## config.mk

```make
export PLATFORM = sky130hd
export DESIGN_NAME = ixb_bridge
export DESIGN_NICKNAME = d
export VERILOG_FILES = /design/src/rtl/ixb_pkg.sv /design/src/rtl/ixb_decode.sv /design/src/rtl/ixb_fsm.sv /design/src/rtl/ixb_regs.sv /design/src/rtl/ixb_bridge.sv
export SDC_FILE = /design/constraint.sdc
export NUM_CORES = 1
export LEC_CHECK = 0
export CAP_MARGIN = 20
export CORE_AREA = 2 2 134 136
export DETAILED_ROUTE_END_ITERATION = 12
export DIE_AREA = 0 0 136 138
export PLACE_DENSITY_LB_ADDON = 0.12
export SLEW_MARGIN = 20
export SYNTH_ARGS = -nofsm -noshare
export SYNTH_HDL_FRONTEND = slang
export SYNTH_SLANG_ARGS = --single-unit
```

## constraint.sdc

```tcl
create_clock -name clk -period 2.47 [get_ports clk]
set_input_delay 0.494 -clock clk [delete_from_list [all_inputs] [get_ports clk]]
set_output_delay 0.494 -clock clk [all_outputs]
set_load 0.05 [all_outputs]
```

## src/rtl/ixb_pkg.sv

```systemverilog
package ixb_pkg;

    typedef enum logic [1:0] {
        ST_IDLE    = 2'd0,
        ST_RD_WAIT = 2'd1,
        ST_RD_DONE = 2'd2
    } ixb_state_e;

    typedef enum logic [2:0] {
        K_PTR  = 3'd0,
        K_WIN  = 3'd1,
        K_STAT = 3'd2,
        K_AUXA = 3'd3,
        K_AUXB = 3'd4,
        K_NONE = 3'd5
    } ixb_kind_e;

    localparam int unsigned IDX_PTR  = 0;
    localparam int unsigned IDX_WIN  = 1;
    localparam int unsigned IDX_STAT = 2;
    localparam int unsigned IDX_AUXA = 3;
    localparam int unsigned IDX_AUXB = 4;

endpackage

```

## src/rtl/ixb_decode.sv

```systemverilog
module ixb_decode
    import ixb_pkg::*;
#(
    parameter int IDX_W = 5
) (
    input  logic [IDX_W-1:0] idx,
    output ixb_kind_e        kind
);
    always_comb begin
        unique case (32'(idx))
            IDX_PTR:  kind = K_PTR;
            IDX_WIN:  kind = K_WIN;
            IDX_STAT: kind = K_STAT;
            IDX_AUXA: kind = K_AUXA;
            IDX_AUXB: kind = K_AUXB;
            default:  kind = K_NONE;
        endcase
    end
endmodule

```

## src/rtl/ixb_fsm.sv

```systemverilog
module ixb_fsm
    import ixb_pkg::*;
#(
    parameter int DW = 64
) (
    input  logic          clk,
    input  logic          rst_n,
    input  logic          win_rd_req,
    input  logic          dn_rvalid,
    input  logic [DW-1:0] dn_rdata,
    output logic          host_ready,
    output logic          dn_rd_go,
    output logic [DW-1:0] hold_data,
    output ixb_state_e    state
);
    ixb_state_e nxt;
    logic       cap;

    // state register
    always_ff @(posedge clk or negedge rst_n) begin
        if (!rst_n) state <= ST_IDLE;
        else        state <= nxt;
    end

    // next state and outputs
    always_comb begin
        nxt        = state;
        host_ready = 1'b0;
        dn_rd_go   = 1'b0;
        cap        = 1'b0;
        unique case (state)
            ST_IDLE: begin
                if (win_rd_req) begin
                    dn_rd_go = 1'b1;
                    nxt      = ST_RD_WAIT;
                end else begin
                    host_ready = 1'b1;
                end
            end
            ST_RD_WAIT: begin
                if (dn_rvalid) begin
                    cap = 1'b1;
                    nxt = ST_RD_DONE;
                end
            end
            ST_RD_DONE: begin
                host_ready = 1'b1;
                nxt        = ST_IDLE;
            end
            default: nxt = ST_IDLE;
        endcase
    end

    always_ff @(posedge clk or negedge rst_n) begin
        if (!rst_n)   hold_data <= '0;
        else if (cap) hold_data <= dn_rdata;
    end
endmodule

```

## src/rtl/ixb_regs.sv

```systemverilog
module ixb_regs
    import ixb_pkg::*;
#(
    parameter int DW    = 64,
    parameter int OFF_W = 12
) (
    input  logic             clk,
    input  logic             rst_n,
    input  logic             wr_fire,
    input  ixb_kind_e        kind,
    input  logic [DW-1:0]    wdata,
    input  logic [DW-1:0]    set_bits,
    output logic [OFF_W-1:0] ptr_q,
    output logic [DW-1:0]    sts_q,
    output logic             wr_err,
    output logic             win_wr
);
    logic [DW-1:0] clr_bits;

    assign clr_bits = (wr_fire && kind == K_STAT) ? wdata : '0;
    assign wr_err   = wr_fire && (kind == K_NONE);
    assign win_wr   = wr_fire && (kind == K_WIN);

    always_ff @(posedge clk or negedge rst_n) begin
        if (!rst_n)                        ptr_q <= '0;
        else if (wr_fire && kind == K_PTR) ptr_q <= wdata[OFF_W-1:0];
    end

    always_ff @(posedge clk or negedge rst_n) begin
        if (!rst_n) sts_q <= '0;
        else        sts_q <= (sts_q & ~clr_bits) | set_bits;
    end
endmodule

```

## src/rtl/ixb_bridge.sv

```systemverilog
module ixb_bridge
    import ixb_pkg::*;
#(
    parameter int BUS_AW = 8,
    parameter int DW     = 64,
    parameter int OFF_W  = 12
) (
    input  logic              clk,
    input  logic              rst_n,
    input  logic              req_valid,
    input  logic              req_write,
    input  logic [BUS_AW-1:0] req_addr,
    input  logic [DW-1:0]     req_wdata,
    output logic              req_ready,
    output logic [DW-1:0]     req_rdata,
    output logic              req_err,
    input  logic [DW-1:0]     sts_set,
    output logic              dn_req,
    output logic              dn_we,
    output logic [OFF_W-1:0]  dn_addr,
    output logic [DW-1:0]     dn_wdata,
    input  logic              dn_rvalid,
    input  logic [DW-1:0]     dn_rdata
);
    localparam int LSB   = 3;
    localparam int IDX_W = BUS_AW - LSB;

    logic [IDX_W-1:0] idx;
    ixb_kind_e        kind;
    ixb_state_e       state;
    logic             win_rd_req, rd_go, wr_fire, win_wr, wr_err;
    logic [DW-1:0]    hold_data, sts_q;
    logic [OFF_W-1:0] ptr_q;

    assign idx        = req_addr[BUS_AW-1:LSB];
    assign win_rd_req = req_valid && !req_write && (kind == K_WIN);
    assign wr_fire    = req_valid && req_write && req_ready;

    ixb_decode #(.IDX_W(IDX_W)) u_dec (.idx(idx), .kind(kind));

    ixb_fsm #(.DW(DW)) u_fsm (
        .clk(clk), .rst_n(rst_n), .win_rd_req(win_rd_req),
        .dn_rvalid(dn_rvalid), .dn_rdata(dn_rdata),
        .host_ready(req_ready), .dn_rd_go(rd_go),
        .hold_data(hold_data), .state(state)
    );

    ixb_regs #(.DW(DW), .OFF_W(OFF_W)) u_regs (
        .clk(clk), .rst_n(rst_n), .wr_fire(wr_fire), .kind(kind),
        .wdata(req_wdata), .set_bits(sts_set), .ptr_q(ptr_q),
        .sts_q(sts_q), .wr_err(wr_err), .win_wr(win_wr)
    );

    assign dn_req   = rd_go || win_wr;
    assign dn_we    = win_wr;
    assign dn_addr  = ptr_q;
    assign dn_wdata = req_wdata;
    assign req_err  = wr_err;

    always_comb begin
        unique case (kind)
            K_PTR:   req_rdata = {{(DW-OFF_W){1'b0}}, ptr_q};
            K_WIN:   req_rdata = (state == ST_RD_DONE) ? hold_data : '0;
            K_STAT:  req_rdata = sts_q;
            default: req_rdata = '0;
        endcase
    end
endmodule

```

==> flow_summary.ini, run 1 <==
[run_status]
status = complete, no violations

[critical_path]
crit_slowest_cell = sky130_fd_sc_hd__and4b_4
critical_path_start_end_classification = in -> out
critPathMostFrequentCell = sky130_fd_sc_hd__buf_6
worstPathArrival_ns = 1.93
critical_path.n_buffers_inverters = 5
worst_setup_path_start_kind = input pin
worst-path-max-fanout = 5
crit_path_max_incr_delay_ns = 0.28
end_kind = primary output
ordered_list_of_cells_on_the_worst_path = clkdlybuf4s15_2 > nor3_2 > buf_4 > and4b_4 > buf_6 > buf_6 > a22o_1 > buf_12
critical-path-top-delay-family = buffers and inverters
crit_path_required_time_ns = 1.98

[routing]
wl_per_cell_um = 19.5
detailroute.via_count = 5872
drt_iter0_drc = 183
detailedRoute.firstPassIterationCount = 4
route.final.wire_length_mm = 22.5
drc = 0
routed_via_density = 5.10
final_antenna_net_count = 0

[logic_synthesis]
post-synth-top-count-cell = sky130_fd_sc_hd__dfrtp_1
synth_enable_flop_cells = 0
synthXorXnorAreaFrac_pct = 0
syn-mean-instance-area_um2 = 11.2
syn-num-nets = 812
post_synth_instance_area_um2 = 6800
share_of_cell_area_taken_by_muxes_after_synthesis_pct = 12.6
main_combinational_cell_family_by_area_after_synthesis = compound AO/OA/AOI/OAI gates
synth_seq_cells = 142
synth-compound-area-share_pct = 14.7
syn_inst = 607
synth-main-ff-cell = sky130_fd_sc_hd__dfrtp_1
post_synth_and_or_nand_nor_area_fraction_pct = 6.77
synth_top_cells_by_area = sky130_fd_sc_hd__dfrtp_1 (52%), sky130_fd_sc_hd__mux2_2 (13%), sky130_fd_sc_hd__buf_4 (7.2%), sky130_fd_sc_hd__a22o_1 (6.7%), sky130_fd_sc_hd__a31oi_1 (5.9%)
synth_warnings = 0
yosysTopAreaCell = sky130_fd_sc_hd__dfrtp_1
synth_adder_area_share_pct = 0
post_synth_num_cell_types = 29
synthArstFlopShare_pct = 100
synth-seq-area-share_pct = 52.3
ys_top_cells_by_count = sky130_fd_sc_hd__dfrtp_1 (142), sky130_fd_sc_hd__mux2_2 (76), sky130_fd_sc_hd__nor2_1 (66), sky130_fd_sc_hd__buf_4 (65), sky130_fd_sc_hd__inv_1 (65)
synth_top_cell_area_share_pct = 52.3

[clocking]
clockRootBuffer = sky130_fd_sc_hd__clkbuf_16
worst_skew_late_latency_ns = 0.42
cts_htree_levels = 4
cts_inserted_buffers = 17
clock_tree.buffer_depth = 2
tritoncts_clock_tree = done
cts-hold-fix-buffers = 0
cts_sinks = 142
clkTransAtPathRegs_ns = 0.06

[global_route]
via_count_of_the_first_global_routing_pass = 6185
grt_antenna_before_repair = 0
grt_max_degree = 58
overflow = 0
grt_util_all_layers_pct = 23.8
grt_first_pass_wirelength_mm = 34.0

[placed_design]
gpl.final_weighted_congestion = 0.822
port_buffers = 345
dpl.hpwl_mm = 15.9
dpl_cell_area_um2 = 10700

[sta]
setup_tns_ns = 0
timing.final.max_slew_violations = 0
worst_clock_skew_ns = 0.00541
finalHoldViolations = 0
grt_setup_unrepaired = false
slew_headroom_pct = 61.3
worst_pin_slew_ns = 0.580
clock.fmax_ghz = 0.412
finalSetupViolations = 0
holdWs_ns = 0.0358
timing.final.crit_period_ns = 2.43
period_share_pct = 98.3

[finish]
post-route-cell-area_um2 = 11700
post_route_cells_drive_above_1_share_pct = 33.3
fillers = 1346
flow.area_growth_from_synthesis_pct = 71.7
nets = 1115
antenna_cells_inserted = 0

[die]
core_area_um2 = 17500
rows = 49
chipWidth_um = 136
die_y_um = 138
total_die_area_um2 = 18800
floorplan.initialDensity_pct = 38.8
io-pin-count = 349

[run]
timing.max_cap.violations = 0

[pwr]
ir_drop_v = 0.000525
post-layout-total-power_mw = 6.64
pwr_density_cell_nw_per_um2 = 569
power.static_leakage_nw = 5.15

[min_path]
type_of_the_most_critical_hold_path = in -> async
[layer usage]
layer  global-route usage, %  wire [um]
met4                    7.89        443
met2                    43.2      11900
met5                       0          0
met3                    7.77       2000
met1                    25.7       8130
[registers in the layout, summed over array words and instances, names as in the netlist]
register	flops
u_fsm.hold_data	64
u_fsm.state	2
u_regs.ptr_q	12
u_regs.sts_q	64
[cell usage in the layout (no fill, tap or decap), types with 2 or more instances in the layout]
| master | netlist | final |
|---|---|---|
| sky130_fd_sc_hd__clkdlybuf4s50_1 | 0 | 207 |
| sky130_fd_sc_hd__dfrtp_1 | 142 | 142 |
| sky130_fd_sc_hd__buf_4 | 65 | 80 |
| sky130_fd_sc_hd__mux2_2 | 76 | 76 |
| sky130_fd_sc_hd__buf_12 | 0 | 75 |
| sky130_fd_sc_hd__inv_1 | 65 | 65 |
| sky130_fd_sc_hd__nor2_1 | 66 | 65 |
| sky130_fd_sc_hd__a31oi_1 | 64 | 64 |
| sky130_fd_sc_hd__a22o_1 | 52 | 36 |
| sky130_fd_sc_hd__clkbuf_16 | 0 | 17 |
| sky130_fd_sc_hd__a22o_4 | 0 | 16 |
| sky130_fd_sc_hd__and3_1 | 12 | 12 |
| sky130_fd_sc_hd__a221o_1 | 12 | 12 |
| sky130_fd_sc_hd__buf_6 | 7 | 7 |
| sky130_fd_sc_hd__buf_16 | 0 | 5 |
| sky130_fd_sc_hd__clkinvlp_4 | 0 | 4 |
| sky130_fd_sc_hd__bufinv_16 | 0 | 4 |
| sky130_fd_sc_hd__nor3_2 | 0 | 3 |
| sky130_fd_sc_hd__clkinv_2 | 0 | 3 |
| sky130_fd_sc_hd__nor2b_1 | 3 | 2 |
| sky130_fd_sc_hd__nand2_1 | 2 | 2 |
| sky130_fd_sc_hd__clkinv_4 | 0 | 2 |
| sky130_fd_sc_hd__clkdlybuf4s15_2 | 0 | 2 |
| sky130_fd_sc_hd__dlygate4sd2_1 | 0 | 2 |
[kinds of logic (layout without fill, tap and decap cells)]
logic type      count (synthesis)  after routing
simple gates                   97             97
mux                            76             76
buf+inv                       161            477
flops                         142            142
compound gates                131            131
[through the flow]
stage | cells | utilization [%] | setup slack (ns)
after global routing | 1152 | 66.6 | 0.00217
after floorplan | 607 | - | 0.0897
after CTS | 1153 | 66.3 | -0.0258
final | 1152 | 66.6 | 0.0421
after global placement | 1109 | 60.9 | -0.276
after detailed placement | 1109 | 60.9 | -0.274
[worst paths after layout]
kind	to	startpoint	slack [ns]	cells past startpoint
worst min-delay path	u_regs.sts_q[44]	rst_n	0.04	1
max in group asynchronous	u_fsm.hold_data[0]	rst_n	1.74	2
worst min register to register	u_fsm.hold_data[61]	u_fsm.hold_data[61]	0.50	1
min in group clk	u_fsm.hold_data[61]	u_fsm.hold_data[61]	0.50	1
worst max register to register	u_regs.sts_q[40]	u_fsm.state[0]	0.78	5
worst max-delay path	req_rdata[53]	req_addr[5]	0.04	8
[what timing repair did]
action,CTS,global route
pin swaps,18,2
setup endpoints to repair,65,20
setup buffers,6,0
hold endpoints to repair,0,0
gates resized for setup,31,13
gates cloned,7,0
[worst reg2reg max path, delay by kind of cell (launching register included)]
| family | cells | cell delay, ns |
|---|---|---|
| compound gates | 1 | 0.20 |
| simple gates | 2 | 0.57 |
| buf+inv | 2 | 0.41 |
| flops | 1 | 0.38 |
[report_power, final]
part	switching, mW	internal, mW
registers	0.121	2.52
logic	0.648	0.651
clock network	0.985	1.71
[final cells by class]
type,instances,area (um2),share of cell area [%]
flip-flops and latches,142,3550,30.4
clock buffers,18,439,3.76
repair buffers,380,4470,38.3
multi-input cells,304,2490,21.3
clock inverters,14,191,1.64
well taps,229,287,2.45
inverters,65,244,2.09
Note: power is estimated with default switching activity, not from simulation.
==> run 2, diff against run 1 <==
--- a/config.mk
+++ b/config.mk
@@ -5,10 +5,12 @@
 export SDC_FILE = /design/constraint.sdc
 export NUM_CORES = 1
 export LEC_CHECK = 0
+export ABC_AREA = 1
 export CAP_MARGIN = 20
-export CORE_AREA = 2 2 134 136
+export CORE_MARGIN = 1
+export CORE_UTILIZATION = 42
+export CTS_CLUSTER_DIAMETER = 50
 export DETAILED_ROUTE_END_ITERATION = 12
-export DIE_AREA = 0 0 136 138
 export PLACE_DENSITY_LB_ADDON = 0.12
 export SLEW_MARGIN = 20
 export SYNTH_ARGS = -nofsm -noshare
==> constraint.sdc (replaced) <==
create_clock -name clk -period 2.47 [get_ports clk]
set_input_delay 0.494 -clock clk [delete_from_list [all_inputs] [get_ports clk]]
set_output_delay 0.494 -clock clk [all_outputs]
set_load 0.005 [all_outputs]
==> run 2 against run 1 <==
Against the previous run: clock-buffer cell count increased by 2; register-to-register slack got worse by 0.10 ns; clock skew shrank 0.00096 ns; flip-flop and latch count is the same; sequential share of layout area is 0.36 points higher; synthesized cell count grew 48%; critical path type unchanged; largest power group is now registers.
==> flow_summary.ini, run 2 <==
[critical_path]
end_kind = primary output
worst_setup_path_start_kind = input pin
critical_path_start_end_classification = in -> out
crit_slowest_cell = sky130_fd_sc_hd__dlygate4sd2_1
worst-path-max-fanout = 12
worstPathArrival_ns = 1.89
crit_path_max_incr_delay_ns = 0.25
crit_path_required_time_ns = 1.98
ordered_list_of_cells_on_the_worst_path = dlygate4sd2_1 > nor2_2 > nand2_2 > nor2_4 > nand3_4 > buf_8 > buf_16 > o22ai_1 > clkdlybuf4s15_2

[logic_synthesis]
post_synth_instance_area_um2 = 7400
synth_warnings = 0
yosysTopAreaCell = sky130_fd_sc_hd__dfrtp_1
syn-mean-instance-area_um2 = 8.22
synth_top_cell_area_share_pct = 48.0
synth-seq-area-share_pct = 48.0
syn_inst = 901
synthArstFlopShare_pct = 100
synth_enable_flop_cells = 0
post_synth_num_cell_types = 28
ys_top_cells_by_count = sky130_fd_sc_hd__inv_1 (259), sky130_fd_sc_hd__nand2_1 (172), sky130_fd_sc_hd__dfrtp_1 (142), sky130_fd_sc_hd__buf_4 (65), sky130_fd_sc_hd__o21ai_0 (64)
post-synth-top-count-cell = sky130_fd_sc_hd__inv_1
synth_top_cells_by_area = sky130_fd_sc_hd__dfrtp_1 (48%), sky130_fd_sc_hd__inv_1 (13%), sky130_fd_sc_hd__nand2_1 (8.7%), sky130_fd_sc_hd__buf_4 (6.6%), sky130_fd_sc_hd__o21bai_1 (5.4%)
synth-main-ff-cell = sky130_fd_sc_hd__dfrtp_1
syn-num-nets = 1106
synth_seq_cells = 142

[routing]
drt_iter0_drc = 281
routed_via_density = 4.65
route.final.wire_length_mm = 23.1
drc = 0
final_antenna_net_count = 0
detailedRoute.firstPassIterationCount = 5
detailroute.via_count = 6699
wl_per_cell_um = 16.1

[run_status]
status = complete, no violations

[die]
die_y_um = 135
core_area_um2 = 17200
io-pin-count = 349
total_die_area_um2 = 18200
rows = 48
chipWidth_um = 135
floorplan.initialDensity_pct = 43.0

[sta]
finalHoldViolations = 0
period_share_pct = 96.7
timing.final.max_slew_violations = 0
worst_clock_skew_ns = 0.00445
slew_headroom_pct = 66.2
timing.final.crit_period_ns = 2.39
worst_pin_slew_ns = 0.507
finalSetupViolations = 0
grt_setup_unrepaired = false
clock.fmax_ghz = 0.419

[placed_design]
dpl.hpwl_mm = 15.8
dpl.cell_count = 1396
gpl.final_weighted_congestion = 0.817
port_buffers = 345

[clocking]
cts_htree_levels = 4
worst_skew_late_latency_ns = 0.42
cts-hold-fix-buffers = 0
clockRootBuffer = sky130_fd_sc_hd__clkbuf_16
tritoncts_clock_tree = done
cts_inserted_buffers = 17
clkTransAtPathRegs_ns = 0.06
cts_sinks = 142
clock_tree.buffer_depth = 2

[global_route]
grt_first_pass_wirelength_mm = 35.3
grt_max_degree = 86
grt_antenna_before_repair = 1
overflow = 0
grt_util_all_layers_pct = 25.9
via_count_of_the_first_global_routing_pass = 6570

[finish]
flow.area_growth_from_synthesis_pct = 55.8
area_taken_by_flip_flops_and_latches_um2 = 3550
layout_top_registers = u_fsm.hold_data (64), u_regs.sts_q (64), u_regs.ptr_q (12)
multi_input_comb_area_um2 = 2350
final_cell_count_without_fillers = 1441
fillers = 1488
post_route_cells_drive_above_1_share_pct = 15.5
layout.cells.most_common = sky130_fd_sc_hd__clkdlybuf4s50_1
mostFrequentLayoutCells = sky130_fd_sc_hd__clkdlybuf4s50_1 (271), sky130_fd_sc_hd__inv_1 (258), sky130_fd_sc_hd__nand2_1 (171)
nets = 1407
postLayoutCoreUtil_pct = 66.9

[pwr]
power.static_leakage_nw = 5.97
pwr_density_cell_nw_per_um2 = 545
ir_drop_v = 0.000504

[min_path]
type_of_the_most_critical_hold_path = in -> async

[run]
timing.max_cap.violations = 0
==> run 2: what timing repair did <==
item,CTS,global route
resized for setup,264,20
buffers inserted,5,1
pin swaps,4,3
endpoints found under the setup margin,68,68
gates cloned,4,2
==> run 2: worst paths after layout <==
| path | start | endpoint | slack, ns | cells after the start |
|---|---|---|---|---|
| min in group clk | u_regs.ptr_q[6] | u_regs.ptr_q[6] | 0.51 | 2 |
| worst max-delay path | req_addr[7] | req_rdata[60] | 0.08 | 9 |
| worst min register to register | u_regs.ptr_q[6] | u_regs.ptr_q[6] | 0.51 | 2 |
| max in group asynchronous | rst_n | u_fsm.hold_data[57] | 1.69 | 2 |
| worst min-delay path | rst_n | u_regs.sts_q[45] | 0.02 | 1 |
| worst max register to register | u_fsm.state[1] | u_regs.ptr_q[0] | 0.68 | 9 |
==> run 2: logic make-up (layout without fill, tap and decap cells) <==
| family | after synthesis | after routing | synth area share [%] |
|---|---|---|---|
| AOI/OAI and AO/OA | 194 | 194 | 17.4 |
| buffers and inverters | 365 | 678 | 22.9 |
| DFF | 142 | 142 | 48.0 |
| other | 0 | 2 | 0 |
| and+or+nand+nor | 200 | 200 | 11.8 |
==> run 2: cell type report <==
type                    instances  share of cell area (%)
clock inverters                11                   0.803
clock buffers                  20                    4.05
diodes                          2                  0.0434
flip-flops and latches        142                    30.8
multi-input cells             394                    20.4
inverters                     264                    8.65
repair buffers                383                    32.8
well taps                     225                    2.44
==> run 2: worst max-delay path: cells and delay by family <==
kind / cells / cell delay, ns
and+or+nand+nor: 4 / 0.47
AOI/OAI and AO/OA: 1 / 0.11
buffers and inverters: 4 / 0.81
==> run 2: per-layer routing <==
layer / vias to the layer above / global-route usage (%) / routed length (um)
li1: 3279 / - / -
met5: - / 0 / 0
met3: 31 / 7.51 / 1820
met4: 0 / 8.86 / 454
met2: 256 / 44.7 / 11700
met1: 3133 / 30.6 / 9160
==> run 2: per-stage QoR <==
step | hold slack (ns) | setup TNS (ns) | setup WS, ns | area [um2] | total power, mW
6_report | 0.0235 | 0 | 0.0811 | 11500 | 6.29
2_1_floorplan | 0.198 | 0 | 0.657 | 7400 | 3.22
3_5_place_dp | 0.482 | -24.49 | -0.601 | 10700 | 3.88
5_1_grt | 0.0462 | 0 | 0.0103 | 11500 | 6.61
4_1_cts | 0.0343 | -0.138 | -0.0315 | 11400 | 6.33
3_3_place_gp | 0.479 | -23.69 | -0.581 | 10700 | 3.86
==> run 2: report_power, final <==
group          internal, mW  switching, mW
sequential             2.64         0.0994
combinational         0.623          0.512
clock                  1.45          0.966
total                  4.71           1.58
